$ cat src/rtl/ucc_pkg.sv
package ucc_pkg;

  typedef enum logic [2:0] {
    ST_IDLE      = 3'd0,
    ST_ARM       = 3'd1,
    ST_WAIT_DONE = 3'd2,
    ST_SEND      = 3'd3,
    ST_WAIT_TX   = 3'd4,
    ST_CLEAR     = 3'd5
  } ucc_state_e;

  // True when a received byte equals the arm command code.
  function automatic logic is_arm_cmd(input logic [7:0] b, input logic [7:0] code);
    return b == code;
  endfunction

  // Transmitter can accept a new byte.
  function automatic logic tx_ready(input logic active);
    return !active;
  endfunction

endpackage

$ cat src/rtl/ucc_done_sync.sv
module ucc_done_sync #(
  parameter int STAGES = 2
) (
  input  logic clk,
  input  logic rst_n,
  input  logic async_in,
  output logic sync_out
);
  logic [STAGES-1:0] chain_q;

  generate
    for (genvar i = 0; i < STAGES; i++) begin : g_stage
      if (i == 0) begin : g_first
        always_ff @(posedge clk or negedge rst_n) begin
          if (!rst_n) chain_q[0] <= 1'b0;
          else        chain_q[0] <= async_in;
        end
      end else begin : g_next
        always_ff @(posedge clk or negedge rst_n) begin
          if (!rst_n) chain_q[i] <= 1'b0;
          else        chain_q[i] <= chain_q[i-1];
        end
      end
    end
  endgenerate

  assign sync_out = chain_q[STAGES-1];
endmodule

$ cat src/rtl/ucc_cmd_decode.sv
module ucc_cmd_decode #(
  parameter logic [7:0] CMD_ARM = 8'h01
) (
  input  logic       listen,
  input  logic       rx_valid,
  input  logic [7:0] rx_byte,
  output logic       arm_req
);
  import ucc_pkg::*;
  assign arm_req = listen && rx_valid && is_arm_cmd(rx_byte, CMD_ARM);
endmodule

$ cat src/rtl/ucc_byte_serializer.sv
module ucc_byte_serializer #(
  parameter int DATA_W = 128,
  parameter int BYTE_W = 8
) (
  input  logic              clk,
  input  logic              rst_n,
  input  logic              load,
  input  logic              step,
  input  logic [DATA_W-1:0] word,
  output logic [BYTE_W-1:0] cur_byte,
  output logic              last
);
  localparam int NBYTES = DATA_W / BYTE_W;
  localparam int IDX_W  = (NBYTES > 1) ? $clog2(NBYTES) : 1;

  logic [DATA_W-1:0] word_q;
  logic [IDX_W-1:0]  idx_q;

  always_ff @(posedge clk or negedge rst_n) begin
    if (!rst_n) begin
      word_q <= '0;
      idx_q  <= '0;
    end else if (load) begin
      word_q <= word;
      idx_q  <= '0;
    end else if (step) begin
      word_q <= word_q >> BYTE_W;
      idx_q  <= idx_q + 1'b1;
    end
  end

  assign cur_byte = word_q[BYTE_W-1:0];
  assign last     = (idx_q == IDX_W'(NBYTES - 1));
endmodule

$ cat src/rtl/ucc_capture_ctrl.sv
module ucc_capture_ctrl #(
  parameter int         DATA_W      = 128,
  parameter int         BYTE_W      = 8,
  parameter int         SYNC_STAGES = 2,
  parameter logic [7:0] CMD_ARM     = 8'h01
) (
  input  logic              clk,
  input  logic              rst_n,
  input  logic              rx_valid,
  input  logic [7:0]        rx_byte,
  output logic              tx_valid,
  output logic [BYTE_W-1:0] tx_byte,
  input  logic              tx_active,
  input  logic              tx_done,
  output logic              cap_en,
  output logic              cap_clear,
  input  logic              cap_done,
  input  logic [DATA_W-1:0] cap_data
);
  import ucc_pkg::*;

  ucc_state_e        state_q, state_n;
  logic              arm_req;
  logic              done_sync;
  logic              byte_last;
  logic              load_word;
  logic              step_word;
  logic              offer_byte;
  logic [BYTE_W-1:0] cur_byte;
  logic              tx_valid_q;
  logic [BYTE_W-1:0] tx_byte_q;

  ucc_done_sync #(.STAGES(SYNC_STAGES)) u_sync (
    .clk      (clk),
    .rst_n    (rst_n),
    .async_in (cap_done),
    .sync_out (done_sync)
  );

  ucc_cmd_decode #(.CMD_ARM(CMD_ARM)) u_dec (
    .listen   (state_q == ST_IDLE),
    .rx_valid (rx_valid),
    .rx_byte  (rx_byte),
    .arm_req  (arm_req)
  );

  ucc_byte_serializer #(.DATA_W(DATA_W), .BYTE_W(BYTE_W)) u_ser (
    .clk      (clk),
    .rst_n    (rst_n),
    .load     (load_word),
    .step     (step_word),
    .word     (cap_data),
    .cur_byte (cur_byte),
    .last     (byte_last)
  );

  always_comb begin
    state_n    = state_q;
    load_word  = 1'b0;
    step_word  = 1'b0;
    offer_byte = 1'b0;
    case (state_q)
      ST_IDLE:      if (arm_req) state_n = ST_ARM;
      ST_ARM:       state_n = ST_WAIT_DONE;
      ST_WAIT_DONE: if (done_sync) begin
                      load_word = 1'b1;
                      state_n   = ST_SEND;
                    end
      ST_SEND:      if (tx_ready(tx_active)) begin
                      offer_byte = 1'b1;
                      state_n    = ST_WAIT_TX;
                    end
      ST_WAIT_TX:   if (tx_done) begin
                      if (byte_last) state_n = ST_CLEAR;
                      else begin
                        step_word = 1'b1;
                        state_n   = ST_SEND;
                      end
                    end
      ST_CLEAR:     if (!done_sync) state_n = ST_IDLE;
      default:      state_n = ST_IDLE;
    endcase
  end

  always_ff @(posedge clk or negedge rst_n) begin
    if (!rst_n) begin
      state_q    <= ST_IDLE;
      tx_valid_q <= 1'b0;
      tx_byte_q  <= '0;
    end else begin
      state_q    <= state_n;
      tx_valid_q <= offer_byte;
      if (offer_byte) tx_byte_q <= cur_byte;
    end
  end

  assign tx_valid  = tx_valid_q;
  assign tx_byte   = tx_byte_q;
  assign cap_en    = (state_q != ST_IDLE);
  assign cap_clear = (state_q == ST_CLEAR);
endmodule

$ cat config.mk
export PLATFORM = sky130hd
export DESIGN_NAME = ucc_capture_ctrl
export DESIGN_NICKNAME = d
export VERILOG_FILES = /design/src/rtl/ucc_pkg.sv /design/src/rtl/ucc_done_sync.sv /design/src/rtl/ucc_cmd_decode.sv /design/src/rtl/ucc_byte_serializer.sv /design/src/rtl/ucc_capture_ctrl.sv
export SDC_FILE = /design/constraint.sdc
export NUM_CORES = 1
export LEC_CHECK = 0
export CORE_MARGIN = 8
export CORE_UTILIZATION = 46
export DETAILED_ROUTE_END_ITERATION = 8
export PLACE_DENSITY = 0.79
export SYNTH_ARGS = -nofsm -noshare
export SYNTH_HDL_FRONTEND = slang
export SYNTH_SLANG_ARGS = --single-unit
$ cat constraint.sdc
create_clock -name clk -period 1.7 [get_ports clk]
set_input_delay 0.17 -clock clk [delete_from_list [all_inputs] [get_ports clk]]
set_output_delay 0.17 -clock clk [all_outputs]
set_load 0.02 [all_outputs]
==> metrics.md, run 1 <==
| Metric | Value |
|---|---|
| CTS buffer count | `17` |
| Total grt overflow | `0` |
| Warning count from the yosys run | `0` |
| Peak VDD IR | `0.000928 V` |
| Critical path's most frequent cell | `buf_6` |
| CTS sink count | `146` |
| Reg2reg setup slack | `0.02 ns` |
| First-pass GRT wire length | `31.0 mm` |
| R2R cell count | `6` |
| Cell taking the most area after synthesis | `dfrtp_1` |
| Final Instance Area | `9740 um^2` |
| Wire length per cell | `17.5 um` |
| Ranking of synthesized cells by area | `dfrtp_1, nand2_1, o211ai_1` |
| Worst stage delay on the critical path | `0.44 ns` |
| Commonest cells after routing, fill and taps aside | `nand2_1, clkdlybuf4s50_1, dfrtp_1` |
| Critical path cell sequence | `buf_6 > nor4bb_4 > buf_6 > clkbuf_16 > nand2_1 > o211ai_1` |
| Bufs on Longest Clock Path | `2` |
| I/O pin total | `153` |
| Worst hold stages | `1` |
| Core Util, Final | `64.8%` |
| Largest net degree at the start of global routing | `73` |
| Syn nets | `917` |
| Initial antenna violation count | `0` |
| DR vias | `6365` |
| Chip Height | `139 um` |
| CP Buf/Inv Count | `3` |
| Clock slew at the register clock pins of the worst setup and hold paths | `0.06 ns` |
| Vias in the first global route | `6319` |
| Kind of critical path | `flip-flop to flip-flop` |
| CTS tree | `built` |
| CTS HTree Levels | `4` |
| Met2 Use GR | `32.6%` |
| PwrDens | `1520 nW/um^2` |
| RSZ-0062 raised after global routing | `true` |
| Number of max-cap violations | `0` |
| Post-Synthesis Cells | `774` |
| Drt pass-1 iters | `5` |
| Root buffer cell | `clkbuf_16` |
| Clk_lat worst skew | `0.41 ns` |
| Hold crit path type | `primary input to flip-flop` |
| Post-synth cell types | `34` |
| Final worst-path cycle share | `99.1%` |
| Initial drt markers | `457` |
| Most common cell after layout, fill and taps aside | `nand2_1` |
| Diode count | `0` |
| Clock skew | `0.00868 ns` |
| Row count | `45` |
| Drt total wl | `19.8 mm` |
| GP Congestion | `0.780` |
| Global routing met3 resource utilization | `5.13%` |
| Startpoint Class | `flip-flop` |
| DRC Markers | `0` |
| Post-DP HPWL | `12.8 mm` |
| Final count of pins violating max slew | `0` |
| Outcome | `finished clean` |
| Headroom to the max-slew limit | `70.3%` |
| Worst Path Max Fanout | `9` |
| Register bit total from synthesis | `146` |
| CP arrival | `2.01 ns` |
| Fin nets | `1074` |
| Area growth syn-to-layout | `39.7%` |
| Final setup viols | `0` |
| Die width | `139 um` |
| Core Region | `15000 um^2` |
| Crit path depth | `6` |
| Worst-Margin Slew | `0.445 ns` |
| GRT busiest layer | `met2` |
| Post-synthesis sequential area ratio | `52.4%` |
| Max Fclk | `0.594 GHz` |
| Slowest cell on the critical path | `dfrtp_2` |
| Antenna Nets Post-Route | `0` |
| Worst endpoint required time | `2.02 ns` |
| Met1 Resource Use GR | `24.3%` |
| Share of the synthesized area in the top cell type | `52.4%` |
| Final Hold Vio Count | `0` |
| Via density | `5.64` |
| Cell area after synthesis | `6980 um^2` |
| Dpl cell area | `8980 um^2` |
| Total Routing Usage GR | `19.4%` |
| Layout cells sized above 1 | `12.3%` |
| IO Port Bufs | `152` |
| Leakage | `3.95 nW` |
| Syn Area/Cell | `9.01 um^2` |
| Die ar. | `19400 um^2` |
| Final critical-path required period | `1.68 ns` |
| Fin Setup TNS | `0 ns` |
| Initial Util | `46.4%` |
| Top delay family on crit path | `buffers and inverters` |
| Setup crit end kind | `flip-flop` |
## cell usage after synthesis (all sizes together)
library cell  number
and4b              1
nor3               2
nand3            123
nor2b              1
nor4bb             2
o221a              1
a21oi              3
buf               51
nand2            259
or3                2
clkbuf            23
mux2               8
nand4bb            2
o211ai           121
and4bb             1
a41o               1
dfrtp            146
or4                2
ha                 1
nor4               1
inv                2
nand3b             3
o32ai              1
o21ai             11
nor3b              1
o22ai              1
and3               2
nor2               2
## area by class of cell
class	count	area, um^2
multi-input cells	552	2990
inverters	2	7.51
well taps	188	235
flip-flops and latches	146	3660
clock inverters	5	32.5
repair buffers	212	2340
fillers	1206	5290
clock buffers	23	478
## repair_timing
| action | 4_1_cts | 5_1_grt |
|---|---|---|
| resized for setup | 7 | 15 |
| endpoints found under the hold margin | 39 | 0 |
| hold buffers | 1 | 0 |
| gates cloned | 0 | 6 |
| pin swaps | 0 | 2 |
| setup endpoints to repair | 3 | 78 |
| setup buffers | 2 | 6 |
## final timing paths
path,start,endpoint
max in group asynchronous,rst_n,state_q[0]$_DFFE_PN0P_
min in group asynchronous,rst_n,u_ser.word_q[36]$_DFFE_PN0P_
worst min register to register,u_sync.chain_q[0]$_DFF_PN0_,u_sync.sync_out$_DFF_PN0_
worst max-delay path,state_q[2]$_DFFE_PN0P_,u_ser.word_q[92]$_DFFE_PN0P_
worst max register to register,state_q[2]$_DFFE_PN0P_,u_ser.word_q[92]$_DFFE_PN0P_
worst min-delay path,cap_done,u_sync.chain_q[0]$_DFF_PN0_
## where the power goes
part           switching, mW  internal, mW  total (mW)
sequential             0.982          5.15        6.13
combinational           2.58          2.79        5.37
clock                   1.35          1.94        3.29
total                   4.91          9.87        14.8
## per-stage QoR
step / power, mW / setup WS, ns / hold slack (ns) / cells
detailed placement: 11.0 / -0.0689 / 0.128 / 1085
global route: 15.7 / -0.0683 / 0.192 / 1128
finish: 14.8 / 0.0157 / 0.200 / 1128
global placement: 10.8 / -0.0319 / 0.125 / 1085
floorplan: 9.15 / 0.131 / -0.126 / 774
CTS: 14.4 / 0.00543 / 0.187 / 1116
## registers in the layout, summed over array words and instances, names as in the netlist
signal / count
u_ser.idx_q: 4
state_q: 3
u_sync.sync_out: 1
tx_valid: 1
u_sync.chain_q: 1
u_ser.word_q: 128
tx_byte: 8
## logic make-up after synthesis
logic type,synth area share (%)
simple gates,25.1
fa+ha+maj,0.179
flops,52.4
buf+inv,5.76
mux,1.29
compound gates,15.3
## metal layers
metal | part of all wire [%] | routed length (um)
met4 | 1.5 | 298
met3 | 5.7 | 1120
met2 | 50 | 9950
met5 | 0 | 0
met1 | 42 | 8400
(Power assumes the default switching activity.)
==> run 2: changes to the inputs <==
REMOVE_ABC_BUFFERS = 1   (was unset)
==> run 2 against run 1 <==
Against the previous run: first-iteration DRC count up 0.44%; die area unchanged; fmax fell by 0.43%; via count is 2.1% lower; clock skew about the same; sequential share of layout area up 0.68 points; register-to-register slack is essentially flat; total power hardly changed; final cell count is 1.5% lower; sequential power decreased by 2%; hold slack lost 0.0021 ns; highest routed layer unchanged.
==> metrics.md, run 2 (same netlist as run 1, synthesis figures left out) <==
| Metric | Value |
|---|---|
| Initial antenna violation count | `0 (unchanged)` |
| DRC Markers | `0 (unchanged)` |
| CTS tree | `built (unchanged)` |
| Wire length per cell | `16.9 um (was 17.5 um)` |
| Worst Path Max Fanout | `14 (was 9)` |
| Commonest cells after routing, fill and taps aside | `nand2_1, clkdlybuf4s50_1, dfrtp_1 (unchanged)` |
| Kind of critical path | `flip-flop to flip-flop (unchanged)` |
| Vias in the first global route | `6154 (was 6319)` |
| RSZ-0062 raised after global routing | `true (unchanged)` |
| Most common cell after layout, fill and taps aside | `nand2_1 (unchanged)` |
| I/O pin total | `153 (unchanged)` |
| Final Hold Vio Count | `0 (unchanged)` |
| Die ar. | `19400 um^2 (unchanged)` |
| Drt total wl | `18.7 mm (was 19.8 mm)` |
| Layout cells sized above 1 | `10.8% (was 12.3%)` |
| Setup crit end kind | `flip-flop (unchanged)` |
| Bufs on Longest Clock Path | `2 (unchanged)` |
| CP arrival | `2.03 ns (was 2.01 ns)` |
| Total Routing Usage GR | `19.8% (was 19.4%)` |
| First-pass GRT wire length | `31.7 mm (was 31.0 mm)` |
| PwrDens | `1550 nW/um^2 (was 1520 nW/um^2)` |
| Hold crit path type | `primary input to flip-flop (unchanged)` |
| Leakage | `3.87 nW (was 3.95 nW)` |
| Total grt overflow | `0 (unchanged)` |
| Hold slack final | `0.198 ns (was 0.200 ns)` |
| Clock skew | `0.00855 ns (was 0.00868 ns)` |
| Area growth syn-to-layout | `37.2% (was 39.7%)` |
| Worst endpoint required time | `2.04 ns (was 2.02 ns)` |
| Initial drt markers | `459 (was 457)` |
| Largest net degree at the start of global routing | `77 (was 73)` |
| Final setup viols | `0 (unchanged)` |
| Via density | `5.61 (was 5.64)` |
| Worst stage delay on the critical path | `0.52 ns (was 0.44 ns)` |
| Die width | `139 um (unchanged)` |
| Fin nets | `1055 (was 1074)` |
| Place WS | `-0.0255 ns (was -0.0689 ns)` |
| Startpoint Class | `flip-flop (unchanged)` |
| Total power | `14.8 mW (about the same)` |
| IO Port Bufs | `152 (unchanged)` |
| CTS buffer count | `17 (unchanged)` |
| Critical path cell sequence | `buf_12 > nor4bb_4 > buf_4 > buf_12 > or4_4 > o21ai_2 (was buf_6 > nor4bb_4 > buf_6 > clkbuf_16 > nand2_1 > o211ai_1)` |
| Critical path's most frequent cell | `buf_12 (was buf_6)` |
| Initial Util | `46.4% (unchanged)` |
| Max Fclk | `0.591 GHz (was 0.594 GHz)` |
| GP Congestion | `0.765 (was 0.780)` |
| Slowest cell on the critical path | `or4_4 (was dfrtp_2)` |
| Clock slew at the register clock pins of the worst setup and hold paths | `0.06 ns (about the same)` |
| Peak VDD IR | `0.000753 V (was 0.000928 V)` |
| Row count | `45 (unchanged)` |
| Max reg flops | `128 (unchanged)` |
| Final critical-path required period | `1.69 ns (was 1.68 ns)` |
| CTS HTree Levels | `4 (unchanged)` |
| Final count of pins violating max slew | `0 (unchanged)` |
| Headroom to the max-slew limit | `72.5% (was 70.3%)` |
| Drt pass-1 iters | `5 (unchanged)` |
| Clk_lat worst skew | `0.42 ns (was 0.41 ns)` |
| Root buffer cell | `clkbuf_16 (unchanged)` |
| Fin Setup TNS | `0 ns (unchanged)` |
| Worst-Margin Slew | `0.412 ns (was 0.445 ns)` |
| DR vias | `6230 (was 6365)` |
| CTS sink count | `146 (unchanged)` |
| Post-DP HPWL | `11.9 mm (was 12.8 mm)` |
| Setup slack after layout | `0.00848 ns (was 0.0157 ns)` |
| Number of max-cap violations | `0 (unchanged)` |
| Chip Height | `139 um (unchanged)` |
| Biggest register | `u_ser.word_q (unchanged)` |
| Diode count | `0 (unchanged)` |
| Outcome | `finished clean (unchanged)` |
| Final worst-path cycle share | `99.5% (was 99.1%)` |
| Core Region | `15000 um^2 (unchanged)` |
| Antenna Nets Post-Route | `0 (unchanged)` |
run 2: final timing paths:
check                                       startpoint                            to  slack, ns  cells after the start
max in group asynchronous                        rst_n        state_q[0]$_DFFE_PN0P_       0.81                      3
min in group asynchronous                        rst_n  u_ser.word_q[22]$_DFFE_PN0P_       0.26                      2
hold / removal                                cap_done   u_sync.chain_q[0]$_DFF_PN0_       0.20                      1
hold reg to reg            u_sync.chain_q[0]$_DFF_PN0_     u_sync.sync_out$_DFF_PN0_       0.35                      0
setup reg to reg                state_q[1]$_DFFE_PN0P_    u_ser.idx_q[3]$_DFFE_PN0P_      0.008                      6
setup / recovery                state_q[1]$_DFFE_PN0P_    u_ser.idx_q[3]$_DFFE_PN0P_      0.008                      6
run 2: final cells by class:
type / instances / area (um^2)
clock buffers: 26 / 509
inverters: 2 / 7.51
clock inverters: 4 / 72.6
multi-input cells: 552 / 3010
repair buffers: 193 / 2080
flip-flops and latches: 146 / 3660
well taps: 188 / 235
fillers: 1235 / 5470
run 2: metrics by stage:
step                      std cells  instance area [um^2]  utilization, %
after floorplan                 700                  6580               -
after global placement         1070                  8830            58.7
after detailed placement       1070                  8830            58.7
after CTS                      1108                  9490            63.1
after global routing           1111                  9570            63.6
final                          1111                  9570            63.6
run 2: power breakdown:
part | total (mW) | internal, mW | switching, mW
clock | 3.70 | 2.34 | 1.36
sequential | 6.01 | 5.14 | 0.872
combinational | 5.08 | 2.58 | 2.51
total | 14.8 | 10.1 | 4.74
run 2: layer usage:
| layer | GRT usage [%] | vias up | wire length [um] |
|---|---|---|---|
| li1 | - | 2982 | - |
| met1 | 27.6 | 3020 | 8510 |
| met2 | 29.2 | 214 | 8830 |
| met3 | 6.20 | 14 | 1280 |
| met4 | 5.43 | 0 | 136 |
| met5 | 0 | - | 0 |
run 2: timing repair:
item,in CTS,in global routing
pin swaps,1,3
resized for setup,7,9
hold buffers,1,0
setup endpoints to repair,12,80
setup buffers,7,3
hold endpoints to repair,38,0
cloned,0,1
run 2: worst max-delay path, delay by kind of cell, from the launching register on:
family,cells,cell delay (ns)
AND/OR/NAND/NOR,2,0.66
buffers and inverters,3,0.45
flip-flops,1,0.44
AO/OA/AOI/OAI,1,0.07
==> run 3: changes to the inputs <==
CORE_ASPECT_RATIO = 1.2   (was unset)
==> run 3 against run 2 <==
Against the previous run: critical endpoint is now u_ser.word_q[52]$_DFFE_PN0P_; clock skew about the same; fmax increased by 2.8%; cell area is 0.81% higher; non-clock buffer count is 9 higher; setup slack improved by 0.047 ns.
==> metrics.md, run 3 (same netlist as run 1, synthesis figures left out) <==
| Metric | Value |
|---|---|
| Bufs on Longest Clock Path | `2 (unchanged)` |
| Sw Ratio | `32.8% (was 32.0%)` |
| Fin Setup TNS | `0 ns (unchanged)` |
| Clock skew | `0.00839 ns (was 0.00855 ns)` |
| Final setup viols | `0 (unchanged)` |
| CTS sink count | `146 (unchanged)` |
| Kind of critical path | `flip-flop to flip-flop (unchanged)` |
| Final count of pins violating max slew | `0 (unchanged)` |
| IO Port Bufs | `152 (unchanged)` |
| Worst Path Max Fanout | `8 (was 14)` |
| Row count | `49 (was 45)` |
| CTS tree | `built (unchanged)` |
| Register share of total power | `41.5% (was 40.6%)` |
| Fin nets | `1065 (was 1055)` |
| Headroom to the max-slew limit | `74.0% (was 72.5%)` |
| Setup crit end kind | `flip-flop (unchanged)` |
| CTS HTree Levels | `4 (unchanged)` |
| Psw | `4.78 mW (was 4.74 mW)` |
| Initial Util | `46.8% (was 46.4%)` |
| CP arrival | `1.97 ns (was 2.03 ns)` |
| Outcome | `finished clean (unchanged)` |
| Max Fclk | `0.608 GHz (was 0.591 GHz)` |
| DR vias | `6219 (was 6230)` |
| Place WS | `-0.0292 ns (was -0.0255 ns)` |
| Most common cell after layout, fill and taps aside | `nand2_1 (unchanged)` |
| PwrDens | `1510 nW/um^2 (was 1550 nW/um^2)` |
| Die ar. | `19400 um^2 (about the same)` |
| Total power | `14.6 mW (was 14.8 mW)` |
| Wire length per cell | `16.7 um (was 16.9 um)` |
| Area growth syn-to-layout | `38.3% (was 37.2%)` |
| Max reg flops | `128 (unchanged)` |
| Pint | `9.80 mW (was 10.1 mW)` |
| Setup slack after layout | `0.0553 ns (was 0.00848 ns)` |
| Clock slew at the register clock pins of the worst setup and hold paths | `0.05 ns (was 0.06 ns)` |
| Leakage | `3.90 nW (was 3.87 nW)` |
| Die width | `128 um (was 139 um)` |
| GP Congestion | `0.779 (was 0.765)` |
| Initial drt markers | `622 (was 459)` |
| Hold crit path type | `primary input to flip-flop (unchanged)` |
| Via density | `5.46 (was 5.61)` |
| Vias in the first global route | `6251 (was 6154)` |
| Total grt overflow | `0 (unchanged)` |
| Clk pwr share | `24.2% (was 25.0%)` |
| First-pass GRT wire length | `30.9 mm (was 31.7 mm)` |
| CTS buffer count | `17 (unchanged)` |
| Chip Height | `151 um (was 139 um)` |
| Startpoint Class | `flip-flop (unchanged)` |
| Final critical-path required period | `1.64 ns (was 1.69 ns)` |
| DRC Markers | `0 (unchanged)` |
| Final Hold Vio Count | `0 (unchanged)` |
| Layout cells sized above 1 | `12.0% (was 10.8%)` |
| Commonest cells after routing, fill and taps aside | `nand2_1, clkdlybuf4s50_1, dfrtp_1 (unchanged)` |
| I/O pin total | `153 (unchanged)` |
| Root buffer cell | `clkbuf_16 (unchanged)` |
| Drt pass-1 iters | `5 (unchanged)` |
| Largest net degree at the start of global routing | `52 (was 77)` |
| Post-DP HPWL | `12.5 mm (was 11.9 mm)` |
| Number of max-cap violations | `0 (unchanged)` |
| Worst-Margin Slew | `0.390 ns (was 0.412 ns)` |
| Combinational fraction of design power | `34.4% (was 34.3%)` |
| Total Routing Usage GR | `19.8% (about the same)` |
| Drt total wl | `19.0 mm (was 18.7 mm)` |
| Peak VDD IR | `0.000753 V (about the same)` |
| Routed length on met1 | `8.11 mm (was 8.51 mm)` |
| # fillers | `1217 (was 1235)` |
| Initial antenna violation count | `0 (unchanged)` |
| Antenna Nets Post-Route | `0 (unchanged)` |
| Routed wl met3 | `1.20 mm (was 1.28 mm)` |
| Biggest register | `u_ser.word_q (unchanged)` |
| Diode count | `0 (unchanged)` |
| Final worst-path cycle share | `96.7% (was 99.5%)` |
| Met2 WL | `9.37 mm (was 8.83 mm)` |
| Core Region | `14900 um^2 (was 15000 um^2)` |
| Clk_lat worst skew | `0.42 ns (about the same)` |
| Worst endpoint required time | `2.03 ns (was 2.04 ns)` |
| Top Layer Used | `met4 (unchanged)` |
==> run 3: final timing paths <==
path	start	end	slack [ns]	cells past startpoint
max in group asynchronous	rst_n	u_ser.word_q[74]$_DFFE_PN0P_	0.78	3
min in group asynchronous	rst_n	tx_byte[4]$_DFFE_PN0P_	0.24	2
min	cap_done	u_sync.chain_q[0]$_DFF_PN0_	0.20	1
max reg2reg	state_q[0]$_DFFE_PN0P_	u_ser.word_q[52]$_DFFE_PN0P_	0.06	7
min reg2reg	u_sync.chain_q[0]$_DFF_PN0_	u_sync.sync_out$_DFF_PN0_	0.35	0
max	state_q[0]$_DFFE_PN0P_	u_ser.word_q[52]$_DFFE_PN0P_	0.06	7
==> run 3: area by class of cell <==
cell class / instances / area [um^2] / share of cell area, %
tap: 204 / 255 / 2.65
inverter: 2 / 7.51 / 0.0778
clock buffer: 22 / 474 / 4.92
sequential: 146 / 3660 / 37.9
multi-input combinational: 553 / 3000 / 31.1
clock inverter: 9 / 82.6 / 0.856
timing repair buffer: 202 / 2170 / 22.5
==> run 3: per-stage QoR <==
stage | hold slack, ns | area [um^2] | std cells | utilization [%]
2_1_floorplan | -0.126 | 6580 | 700 | -
3_3_place_gp | 0.107 | 8980 | 1100 | 60.3
3_5_place_dp | 0.105 | 8980 | 1100 | 60.3
4_1_cts | 0.186 | 9540 | 1132 | 64.1
5_1_grt | 0.188 | 9650 | 1138 | 64.7
6_report | 0.196 | 9650 | 1138 | 64.7
==> run 3: repair_timing <==
item                       4_1_cts  5_1_grt
hold buffers                     1        0
pin swaps                        0        2
gates cloned                     0        3
resized for setup                9        6
hold endpoints to repair        35        0
setup endpoints to repair       36      110
buffers inserted                 0        3
==> run 3: critical path: stages (launching register included) <==
cell and delay (ns):
dfrtp_2 0.44, buf_4 0.16, nor4bb_4 0.29, buf_4 0.17
buf_12 0.15, buf_4 0.18, nand2_1 0.07, o211ai_1 0.08
==> run 3: power groups by stage <==
stage	combinational [mW]	clock [mW]	sequential, mW
floorplan	2.66	0	5.95
global placement	4.66	0	5.98
detailed placement	4.85	0	6.08
CTS	4.89	3.58	6.04
global route	5.59	3.75	6.24
finish	5.01	3.52	6.05
==> run 3: layer usage <==
metal / global-route usage [%] / up-vias
met2: 31.5 / 211
met1: 26.3 / 2976
li1: - / 3008
met5: 0 / -
met3: 4.30 / 24
met4: 6.73 / 0
